$ cat src/rtl/i2c_mem_pkg.sv
package i2c_mem_pkg;
  typedef enum logic [2:0] {
    ST_IDLE,
    ST_RX,
    ST_ACK_OUT,
    ST_TX,
    ST_ACK_IN,
    ST_WAIT
  } st_e;

  typedef enum logic [1:0] {
    PH_DEV,
    PH_WADR,
    PH_DATA
  } ph_e;

  typedef struct packed {
    logic start;
    logic stop;
    logic rise;
    logic fall;
    logic sda;
  } bus_ev_t;
endpackage

$ cat src/rtl/i2c_line_sync.sv
module i2c_line_sync
  import i2c_mem_pkg::*;
#(
  parameter int STAGES = 2
) (
  input  logic    clk,
  input  logic    rst_n,
  input  logic    scl_in,
  input  logic    sda_in,
  output bus_ev_t ev
);
  logic [STAGES-1:0] scl_sh, sda_sh;
  logic scl_q, sda_q, scl_s, sda_s;

  always_ff @(posedge clk or negedge rst_n) begin
    if (!rst_n) begin
      scl_sh <= '1;
      sda_sh <= '1;
      scl_q  <= 1'b1;
      sda_q  <= 1'b1;
    end else begin
      scl_sh <= {scl_sh[STAGES-2:0], scl_in};
      sda_sh <= {sda_sh[STAGES-2:0], sda_in};
      scl_q  <= scl_s;
      sda_q  <= sda_s;
    end
  end

  assign scl_s    = scl_sh[STAGES-1];
  assign sda_s    = sda_sh[STAGES-1];
  // SDA moving while SCL stays high marks a bus condition, never a data bit
  assign ev.start = scl_s & scl_q & sda_q & ~sda_s;
  assign ev.stop  = scl_s & scl_q & ~sda_q & sda_s;
  assign ev.rise  = scl_s & ~scl_q;
  assign ev.fall  = ~scl_s & scl_q;
  assign ev.sda   = sda_s;
endmodule

$ cat src/rtl/i2c_wp_guard.sv
module i2c_wp_guard #(
  parameter bit PROTECT_ALL = 1'b0
) (
  input  logic wp,
  input  logic addr_msb,
  output logic blocked
);
  generate
    if (PROTECT_ALL) begin : g_all
      logic unused_msb;
      assign unused_msb = addr_msb;
      assign blocked    = wp;
    end else begin : g_half
      assign blocked = wp & addr_msb;
    end
  endgenerate
endmodule

$ cat src/rtl/i2c_mem_slave.sv
module i2c_mem_slave
  import i2c_mem_pkg::*;
#(
  parameter logic [3:0] DEV_HI      = 4'b1010,
  parameter int         AW          = 4,
  parameter bit         PROTECT_ALL = 1'b0,
  parameter int         SYNC_STAGES = 2
) (
  input  logic          clk,
  input  logic          rst_n,
  input  logic          scl_in,
  input  logic          sda_in,
  output logic          sda_oe,
  input  logic [2:0]    dev_pins,
  input  logic          wp,
  output logic [AW-1:0] mem_addr,
  output logic [7:0]    mem_wdata,
  output logic          mem_we,
  output logic          mem_re,
  input  logic [7:0]    mem_rdata
);
  localparam int BITS = 8;
  localparam int CW   = $clog2(BITS + 1);
  localparam logic [CW-1:0] LAST_RX = CW'(BITS);
  localparam logic [CW-1:0] LAST_TX = CW'(BITS - 1);

  bus_ev_t ev;
  st_e st;
  ph_e ph;
  logic rw_q, acked_q, load_q, blocked;
  logic [CW-1:0] cnt;
  logic [7:0] rx_sr, tx_sr;
  logic [AW-1:0] addr_q;
  logic [6:0] my_addr;

  assign my_addr  = {DEV_HI, dev_pins};
  assign mem_addr = addr_q;

  i2c_line_sync #(.STAGES(SYNC_STAGES)) u_sync (
    .clk(clk), .rst_n(rst_n), .scl_in(scl_in), .sda_in(sda_in), .ev(ev)
  );

  i2c_wp_guard #(.PROTECT_ALL(PROTECT_ALL)) u_guard (
    .wp(wp), .addr_msb(addr_q[AW-1]), .blocked(blocked)
  );

  always_ff @(posedge clk or negedge rst_n) begin
    if (!rst_n) begin
      st        <= ST_IDLE;
      ph        <= PH_DEV;
      cnt       <= '0;
      rx_sr     <= '0;
      tx_sr     <= '0;
      addr_q    <= '0;
      rw_q      <= 1'b0;
      acked_q   <= 1'b0;
      load_q    <= 1'b0;
      sda_oe    <= 1'b0;
      mem_we    <= 1'b0;
      mem_re    <= 1'b0;
      mem_wdata <= '0;
    end else begin
      mem_we <= 1'b0;
      mem_re <= 1'b0;
      load_q <= mem_re;
      if (load_q) tx_sr <= mem_rdata;
      if (ev.start) begin
        // start and repeated start alike: drop any partial byte
        st     <= ST_RX;
        ph     <= PH_DEV;
        cnt    <= '0;
        sda_oe <= 1'b0;
      end else if (ev.stop) begin
        st     <= ST_IDLE;
        sda_oe <= 1'b0;
      end else begin
        case (st)
          ST_RX: begin
            if (ev.rise && cnt != LAST_RX) begin
              rx_sr <= {rx_sr[6:0], ev.sda};
              cnt   <= cnt + 1'b1;
            end else if (ev.fall && cnt == LAST_RX) begin
              cnt <= '0;
              case (ph)
                PH_DEV: begin
                  if (rx_sr[7:1] == my_addr) begin
                    rw_q   <= rx_sr[0];
                    st     <= ST_ACK_OUT;
                    sda_oe <= 1'b1;
                    mem_re <= rx_sr[0];
                  end else begin
                    st <= ST_WAIT;
                  end
                end
                PH_WADR: begin
                  addr_q <= rx_sr[AW-1:0];
                  st     <= ST_ACK_OUT;
                  sda_oe <= 1'b1;
                end
                default: begin
                  mem_wdata <= rx_sr;
                  mem_we    <= ~blocked;
                  st        <= ST_ACK_OUT;
                  sda_oe    <= 1'b1;
                end
              endcase
            end
          end
          ST_ACK_OUT: begin
            if (ev.fall) begin
              if (rw_q) begin
                st     <= ST_TX;
                cnt    <= '0;
                sda_oe <= ~tx_sr[7];
              end else begin
                st     <= ST_RX;
                sda_oe <= 1'b0;
                if (ph == PH_DATA) addr_q <= addr_q + 1'b1;
                ph <= (ph == PH_DEV) ? PH_WADR : PH_DATA;
              end
            end
          end
          ST_TX: begin
            if (ev.fall) begin
              if (cnt == LAST_TX) begin
                st     <= ST_ACK_IN;
                cnt    <= '0;
                sda_oe <= 1'b0;
                addr_q <= addr_q + 1'b1;
              end else begin
                cnt    <= cnt + 1'b1;
                tx_sr  <= {tx_sr[6:0], 1'b0};
                sda_oe <= ~tx_sr[6];
              end
            end
          end
          ST_ACK_IN: begin
            if (ev.rise) begin
              acked_q <= ~ev.sda;
              mem_re  <= ~ev.sda;
            end else if (ev.fall) begin
              if (acked_q) begin
                st     <= ST_TX;
                sda_oe <= ~tx_sr[7];
              end else begin
                st <= ST_WAIT;
              end
            end
          end
          default: ;
        endcase
      end
    end
  end
endmodule

$ cat config.mk
export PLATFORM = sky130hd
export DESIGN_NAME = i2c_mem_slave
export DESIGN_NICKNAME = d
export VERILOG_FILES = /design/src/rtl/i2c_mem_pkg.sv /design/src/rtl/i2c_line_sync.sv /design/src/rtl/i2c_wp_guard.sv /design/src/rtl/i2c_mem_slave.sv
export SDC_FILE = /design/constraint.sdc
export NUM_CORES = 1
export LEC_CHECK = 0
export BUFFER_PORTS_ARGS = -buffer_cell sky130_fd_sc_hd__buf_4
export CORE_MARGIN = 8
export CORE_UTILIZATION = 50
export CTS_BUF_LIST = sky130_fd_sc_hd__clkbuf_8 sky130_fd_sc_hd__clkbuf_16
export CTS_CLUSTER_SIZE = 24
export DETAILED_ROUTE_END_ITERATION = 6
export PLACE_DENSITY = 0.7
export SLEW_MARGIN = 20
export SYNTH_ARGS = -nofsm -noshare
export SYNTH_HDL_FRONTEND = slang
export SYNTH_SLANG_ARGS = --single-unit
export TNS_END_PERCENT = 5
$ cat constraint.sdc
create_clock -name clk -period 3.2 [get_ports clk]
set_input_delay 0.48 -clock clk [delete_from_list [all_inputs] [get_ports clk]]
set_output_delay 0.48 -clock clk [all_outputs]
set_load 0.01 [all_outputs]
# [Word-level counts from Yosys, hierarchy flattened]
# Index checks and enable logic that the tools add are counted.
[word_totals] reg_bits=49 latchBits=0 ram_bits=0 rom_bits=0 input_bits=16 output_inout_bits=15 mem_count=0
[classes] addsub=2 multipliers=0 div=0 order_cmp=0 n_eq_ne=33 n_shift=0 n_mux=72 n_bitwise=19 reduce_logical=18
[ops] operator="$mux 4" count=16
[ops] operator="$mux 8" count=6
[ops] operator="$ne 4x4->1 const B" count=10
[ops] operator="$mux 3" count=12
[ops] operator="$mux 1" count=26
[ops] operator="$pmux 4 s3" count=2
[ops] operator="$ne 2x2->1 const B" count=8
[ops] operator="$mux 2" count=7
[ops] operator="$pmux 3 s4" count=1
[ops] operator="$reduce_and 4->1" count=3
[ops] operator="$reduce_and 6->1" count=2
[ops] operator="$not 1->1" count=11
[ops] operator="$reduce_and 11->1" count=1
[ops] operator="$ne 3x3->1 const B" count=3
[ops] operator="$reduce_and 9->1" count=1
[ops] operator="$add 4x1->4 const B" count=2
[ops] operator="$and 1x1->1" count=8
[ops] operator="$reduce_and 8->1" count=1
[ops] operator="$eq 7x7->1" count=1
[ops] operator="$reduce_and 7->1" count=1
[ops] operator="$eq 3x2->1 const B" count=2
[ops] operator="$reduce_bool 6->1" count=1
[ops] operator="$ne 5x5->1 const B" count=1
[ops] operator="$eq 4x3->1 const B" count=1
[ops] operator="other kinds (14)" count=17

# [Logic depth before layout (Yosys ltp)]
# Gate-level depths: netlist of run 1.
[logic_depth] ltp_word=8 mapped_depth=8

# [Modules after synthesis]
# Synthesis of run 1 repeated with hierarchy kept, for this count alone.
[unflattened] hier_cells=233 hier_area_um2=2449.8
[modules_own_cells] mod="i2c_mem_slave" n_inst=1 cells_each=221 area_each_um2=2243.4
[modules_own_cells] mod="i2c_line_sync" n_inst=1 cells_each=11 area_each_um2=200.2
[modules_own_cells] mod="i2c_wp_guard" n_inst=1 cells_each=1 area_each_um2=6.3

# [Least setup slack after synthesis of run 1]
# Ideal clock, no wire load.
[synth_timing] path_kind="reg2reg" start="register u_sync.scl_q" end="register addr_q[1] (netlist: mem_addr[1])" setup_ns=0.128 arrival_ns=1.874 required_time_ns=3.072 path_slack_ns=1.199 stages_incl_launch_ff=8 n_path_buf=2 synth_period_minus_slack_ns=2.001 path_cell_list="dfstp_2 > buf_4 > nor2b_1 > buf_4 > o21ai_0 > a2111o_1 > nor2_4 > mux2_1"
[synth_between] elab_chain_cells=5
[synth_rtl] element="start, declared" line="i2c_line_sync.sv:13" text="logic scl_q, sda_q, scl_s, sda_s;"
[synth_rtl] element="start signal, assigned" line="i2c_line_sync.sv:24" text="scl_q <= scl_s;"
[synth_rtl] element="$not 1->1 or $and 1x1->1 (tied branches)" line="i2c_line_sync.sv:34, i2c_line_sync.sv:32, i2c_line_sync.sv:33"
[synth_rtl] element="$and 1x1->1 (on tied branches)" line="i2c_line_sync.sv:34, i2c_line_sync.sv:32, i2c_line_sync.sv:33"
[synth_rtl] element="$logic_and 1x1->1, or another cell as far along" line="i2c_mem_slave.sv:79" text="if (ev.rise && cnt != LAST_RX) begin"
[synth_rtl] element="$ne 2x2->1 (no line) or $not 1->1 (tied branches)"
[synth_rtl] element="$reduce_and 11->1 (no line) *"
[synth_rtl] element="end signal, assigned" line="i2c_mem_slave.sv:96" text="addr_q <= rx_sr[AW-1:0];"
[synth_rtl] element="end signal, assigned" line="i2c_mem_slave.sv:118" text="if (ph == PH_DATA) addr_q <= addr_q + 1'b1;"
[synth_rtl] element="end signal, assigned" line="i2c_mem_slave.sv:129" text="addr_q <= addr_q + 1'b1;"
[synth_rtl] element="end, declared" line="i2c_mem_slave.sv:33" text="logic [AW-1:0] addr_q;"
# Mark *: on every way between the ends. The rest lies on a longest branch, timed or not.
# A chain may end at the register's enable or synchronous reset.

# [Worst setup path in the final report of run 1]
# Same ends and word-level chain as after synthesis.

==> impl_results.md, run 1 <==
* Status: finished, final reports clean
* Synth top cells by count: dfrtp_1, a21oi_1, mux2_2
* Syn avg cell area at roughly 11 sq um
* Vias at 1807
* Top cells by area, synth: dfrtp_1, mux2_2, dfstp_2
* Period Utilization, post-route at between 70% and 80%
* Fin Setup TNS at 0 ns
* Peak VDD IR at between 0.0003 and 0.0004 V
* WL final at roughly 5000 um
* Distinct cells, synth at 50
* Dpl ws at approximately 0.9 ns
* Max-slew headroom at between 50% and 60%
* Synth Area in Simple Gates at roughly 16%
* Wire per inst at about 15 um
* Post-DRT Antenna Nets at 0
* Final Hold Fails at 0
* Rows at 25
* Ys flop type: dfrtp_1
* Mapped cell area at between 2000 and 2500 sq um
* Worst min path class: input pin to asynchronous set/reset pin
* Gr usage total at between 10 and 15%
* Final Cell Area at about 2800 sq um
* H-Tree Depth at 2
* Largest net degree at the start of global routing at 50
* Largest family of logic cells by synthesized area: simple AND/OR/NAND/NOR gates
* Final net count at ~270
* Worst setup SP type: register
* Hold buffers post-CTS at 0
* Total CTS buffers at 5
* Synth Area in Adders at under 10%
* Final Setup Violations at 0
* Via/cell ratio at about 5.6
* Unrepaired setup endpoints after global routing: false
* Capturing element type of the critical path: register
* GRT overflow at 0
* RePlAce Congestion at 0.8843
* Fin util at between 50 and 60%
* Final slew viol count at 0
* Area Growth Syn to Fin at 13.66%
* Clock Sinks at just under 50
* Critical path arrival at ~2.5 ns
* # IOs at 31
* Lkg Pwr at 1.244 nW
* Global-route wire length before repair at 8300 um
* Pwr/cell area at roughly 750 nW/um^2
* WS Path Type: register to register
* DRT Pass-1 Iters at 4
* Post-layout min period at roughly 2.3 ns
* Number of post-CTS setup repair buffers at 0
* Vias in the first global route at between 1500 and 2000
* Data required time of the worst path at about 3.4 ns
* Compound-Gate Fraction of Synth Area at 14.88%
* Fmax at around 430 MHz
* Post-synth ARST share at 100.0%
* Post-Route Skew at about 0.0074 ns
* Clock transition at the registers of the reported paths at approximately 0.09 ns
* Synth Net Count at about 250
* Post-synthesis mux area share at a little under an eighth
* Final HPWL DP at around 3600 um
* Layout cells sized above 1 at roughly 25%
* Synth warn at 0
* Post-synth EDFFs at 0
* Worst-path fanout max at 10
* Core area at around 4700 sq um
* Root buffer selected by CTS: clkbuf_8
* Maximum capacitance violations at 0
* CP max stage delay at ~0.6 ns
* Clock buffer depth at 2
* Top-area cell type share of the netlist area at 43.68%
* Worst-Skew Late Latency at around 0.3 ns
* Post-route insts no fill at about 320
* Count leader, synth: dfrtp_1
* Starting utilization of the core area at approximately 52%
* Placed inst area at approximately 2700 sq um
* Post-synthesis xor/xnor area fraction at between 1 and 1.5%
* Largest area contributor in the netlist: dfrtp_1
* Worst slew pin tran at between 0.7 and 0.8 ns
* Initial drt markers at 105
* Die ar. at 7430 sq um
* Antenna diodes at 0
* CP cell instances: nor2b_1 -> o21ai_0 -> a2111o_1 -> nor2_4 -> mux2_1
* CP bufs+invs at 0
* Reg2reg setup slack at roughly 0.86 ns
* Slowest CP cell: dfstp_2
* Yosys reg bits at a little under 50
* Dpl cells at around 310
* Post-CTS Resized at 0
* Remaining routing DRC violations at 0
* Die Wd at approximately 86 um
* Syn Inst Count at 230
* Die H at approximately 86 um
* Top delay family on crit path: compound AO/OA/AOI/OAI gates
* Seq/Total Area, Yosys at between 50 and 60%
* CTS tree: yes
* Initial antenna violation count at 0
* Worst setup margin at 0.8611 ns
* IO buf count at 30
worst paths after layout:
kind | startpoint | endpoint | depth (start not counted)
setup / recovery | u_sync.scl_q | mem_addr[1] | 5
hold / removal | rst_n | sda_oe | 1
setup reg to reg | u_sync.scl_q | mem_addr[1] | 5
hold reg to reg | u_sync.sda_sh[0] | u_sync.sda_sh[1] | 0
max in group asynchronous | rst_n | mem_addr[0] | 1
min in group clk | sda_in | u_sync.sda_sh[0] | 1
power breakdown:
| group | internal (mW) | switching (mW) |
|---|---|---|
| logic | 0.338 | 0.345 |
| clock network | 0.234 | 0.208 |
| registers | 0.787 | 0.188 |
cells by family (layout without fill, tap and decap cells):
kind of cell / Yosys count / count (layout)
adder cells (fa/ha/maj): 3 / 3
XOR/XNOR: 4 / 4
flip-flops: 49 / 49
multiplexers: 27 / 27
buffers and inverters: 18 / 43
AND/OR/NAND/NOR: 72 / 72
AO/OA/AOI/OAI: 57 / 57
stage by stage:
stage | hold WS (ns) | power (mW)
after floorplan | 0.1844 | 1.492
after global placement | 0.3454 | 1.653
after detailed placement | 0.3506 | 1.669
after CTS | 0.2017 | 2.113
after global routing | 0.2411 | 2.238
final | 0.1761 | 2.101
worst reg2reg max path, cell delays in order (launching register included):
cell and delay [ns]:
dfstp_2 0.61, nor2b_1 0.40, o21ai_0 0.19, a2111o_1 0.53
nor2_4 0.16, mux2_1 0.33
state kept, by name, summed over array words and instances (netlist names), 2 cells and up:
name           count
st                 3
tx_sr              8
u_sync.scl_sh      2
rx_sr              8
mem_addr           4
cnt                4
u_sync.sda_sh      2
ph                 2
mem_wdata          8
routing by layer:
metal  wire (um)  GRT usage [%]  up-vias
li1            -              -      882
met1        2354          17.66      873
met2        2276          21.90       42
met3         266          4.159       10
met4          78          4.695        0
met5           0              0        -
layout by cell type (no fill, tap or decap), types with 3 or more instances in the layout:
master     count
nor2b_1        7
a2bb2oi_1      3
nand2b_1       4
mux2i_1        9
xnor2_1        4
a21oi_1       18
a31oi_1        3
dfstp_2        6
mux2_2        16
inv_1          5
nand4_1        4
nor2_1        15
nand2_1       14
o21ai_1        3
buf_4         30
ha_1           3
nor3_1         6
o21ai_0       11
clkbuf_8       5
nand3_1        6
dfrtp_1       43
final cells by class:
class	instances	area, sq um
Tap cell	67	83.83
Sequential cell	49	1234
Clock inverter	3	43.79
Fill cell	417	1923
Timing Repair Buffer	30	225.2
Multi-Input combinational cell	163	1126
Clock buffer	5	68.82
Inverter	5	18.77
(Power assumes the default switching activity.)
==> inputs of run 2 (changes only) <==
==> constraint.sdc (replaced) <==
create_clock -name clk -period 2.4 [get_ports clk]
set_input_delay 0.36 -clock clk [delete_from_list [all_inputs] [get_ports clk]]
set_output_delay 0.36 -clock clk [all_outputs]
set_load 0.01 [all_outputs]
==> run 2 against run 1 <==
Compared with the run above: sequential share of layout area is 0.58 points lower; critical path depth unchanged; via count is essentially flat; combinational power grew 39%; non-clock buffer count up 5; highest routed layer unchanged.
==> impl_results.md, run 2 (synthesis results as in run 1) <==
* CTS tree: yes
* Lkg Pwr at 1.269 nW (+2.0%)
* Worst setup SP type: register
* Number of fill cells at 412 (-1.2%)
* NetSw at 0.9815 mW (+32%)
* Post-DRT Antenna Nets at 0 (unchanged)
* Final HPWL DP at 3615 um (+0.66%)
* Biggest regs: mem_wdata (8), rx_sr (8), tx_sr (8)
* Final Hold Fails at 0 (unchanged)
* Pint at 1.833 mW (+35%)
* Vias at 1806 (-0.055%)
* GRT overflow at 0 (unchanged)
* Worst-path fanout max at 10 (unchanged)
* Worst slew pin tran at 0.5994 ns (-0.1372 ns)
* # IOs at 31 (unchanged)
* Core area at 4723 sq um (unchanged)
* Final net count at 278 (+1.8%)
* Clock power frac at 20.9% (-0.2 points)
* Status: finished, final reports clean
* Post-Route Skew at 0.007286 ns (-0.0001257 ns)
* Antenna diodes at 0 (unchanged)
* Sequential fraction of design power at 45.4% (-1.0 points)
* Sw Share at 34.87% (-0.44 points)
* Remaining routing DRC violations at 0 (unchanged)
* DRT Pass-1 Iters at 4 (unchanged)
* Reg-to-reg critical path endpoint: st[0]
* Reg2reg setup slack at 0.35 ns (-0.51 ns)
* Max-slew headroom at 60.04% (+9.5 points)
* Number of post-CTS setup repair buffers at 0 (unchanged)
* Final Setup Violations at 0 (unchanged)
* Pwr/cell area at 991.8 nW/um^2 (+32%)
* WL final at 4872 um (-2.1%)
* Layout cells sized above 1 at 26.54% (+1.4 points)
* Initial drt markers at 143 (+36%)
* WS Path Type: register to register
* Fin Setup TNS at 0 ns (unchanged)
* Data required time of the worst path at 2.59 ns (-0.80 ns)
* Total CTS buffers at 5 (unchanged)
* Initial antenna violation count at 0 (unchanged)
* Most common cell after layout, fill and taps aside: dfrtp_1
* Clock transition at the registers of the reported paths at 0.08 ns (about the same)
* Worst min path class: input pin to asynchronous set/reset pin
* Period Utilization, post-route at 85.35% (+12 points)
* Critical path arrival at 2.24 ns (-0.29 ns)
* Final slew viol count at 0 (unchanged)
* Worst-Skew Late Latency at 0.30 ns (about the same)
* Die H at 86.20 um (unchanged)
* Post-layout min period at 2.048 ns (-0.2904 ns)
* Hold buffers post-CTS at 0 (unchanged)
* Via/cell ratio at 5.523 (-1.6%)
* Starting utilization of the core area at 52.16% (unchanged)
* Area Growth Syn to Fin at 15.19%
* RR Startpoint: st[2]
* Global-route wire length before repair at 8286 um (-0.17%)
* Die Wd at 86.20 um (unchanged)
* Clock buffer depth at 2 (unchanged)
* Rows at 25 (unchanged)
* Dpl cells at 319 (+1.6%)
* Root buffer selected by CTS: clkbuf_8
* Vias in the first global route at 1791 (+0.90%)
* Maximum capacitance violations at 0 (unchanged)
* Post-route insts no fill at 327 (+1.6%)
* RePlAce Congestion at 0.8191 (-7.4%)
* Peak VDD IR at 0.0005714 V (+46%)
* IO buf count at 30 (unchanged)
* R2R depth at 5 (unchanged)
* Unrepaired setup endpoints after global routing: false
* Die ar. at 7430 sq um (unchanged)
* Capturing element type of the critical path: register
* Gr usage total at 13.84% (-0.034 points)
* Clock Sinks at 49 (unchanged)
* Most frequent cells in the layout: dfrtp_1, buf_4, a21oi_1
* Wire per inst at 14.90 um (-3.6%)
* Post-CTS Resized at 0 (unchanged)
* H-Tree Depth at 2 (unchanged)
* Largest net degree at the start of global routing at 50 (unchanged)
* Fmax at 488.2 MHz (+14%)
* Logic pwr share at 33.7% (+1.2 points)
run 2: cell count changes in the layout (fill, tap and decap cells not counted), sizes merged:
cell | before | now
buf | 30 | 35
run 2: power by group through the flow:
stage | combinational [mW] | clock (mW) | sequential [mW]
final | 0.949 | 0.587 | 1.28
after global routing | 1.06 | 0.634 | 1.32
after CTS | 0.951 | 0.614 | 1.28
after detailed placement | 0.947 | 0 | 1.30
after global placement | 0.942 | 0 | 1.29
after floorplan | 0.774 | 0 | 1.22
run 2: layer usage:
metal  GRT usage [%]  vias to the layer above  wire length [um]
met4           5.477                        0                79
met5               0                        -                 0
met1           17.14                      860              2326
met3           5.009                        7               346
li1                -                      890                 -
met2           21.41                       49              2120
run 2: area by class of cell:
class | count | area (sq um) | share of cell area [%]
Sequential cell | 49 | 1234 | 43.47
Timing Repair Buffer | 35 | 262.8 | 9.259
Inverter | 5 | 18.77 | 0.6614
Clock buffer | 5 | 68.82 | 2.425
Tap cell | 67 | 83.83 | 2.954
Clock inverter | 3 | 43.79 | 1.543
Multi-Input combinational cell | 163 | 1126 | 39.68
run 2: metrics by stage:
step | power (mW) | hold slack [ns] | cell area [sq um] | utilization [%] | setup slack (ns)
3_5_place_dp | 2.247 | 0.3494 | 2725 | 57.70 | 0.4189
3_3_place_gp | 2.232 | 0.3453 | 2725 | 57.70 | 0.4655
6_report | 2.814 | 0.05107 | 2838 | 60.08 | 0.3516
5_1_grt | 3.018 | 0.1062 | 2838 | 60.08 | 0.2440
2_1_floorplan | 1.990 | 0.06441 | 2464 | - | 0.3989
4_1_cts | 2.847 | 0.07998 | 2838 | 60.08 | 0.3984
run 2: critical path, stage by stage, from the launching register on:
cell	delay (ns)
dfrtp_1	0.53
nand2b_1	0.35
o21ai_1	0.16
o211ai_1	0.36
nor2b_1	0.20
mux2_1	0.32
run 2: how the worst max path moves through the flow:
| stage | cells past startpoint | end | start | slack (ns) |
|---|---|---|---|---|
| global route | 5 | st[0] | st[2] | 0.24 |
| detailed placement | 5 | mem_addr[1] | st[2] | 0.42 |
| floorplan | 7 | mem_addr[1] | u_sync.scl_q | 0.40 |
| CTS | 5 | st[0] | st[2] | 0.40 |
| global placement | 5 | mem_addr[1] | u_sync.scl_q | 0.47 |
| finish | 5 | st[0] | st[2] | 0.35 |
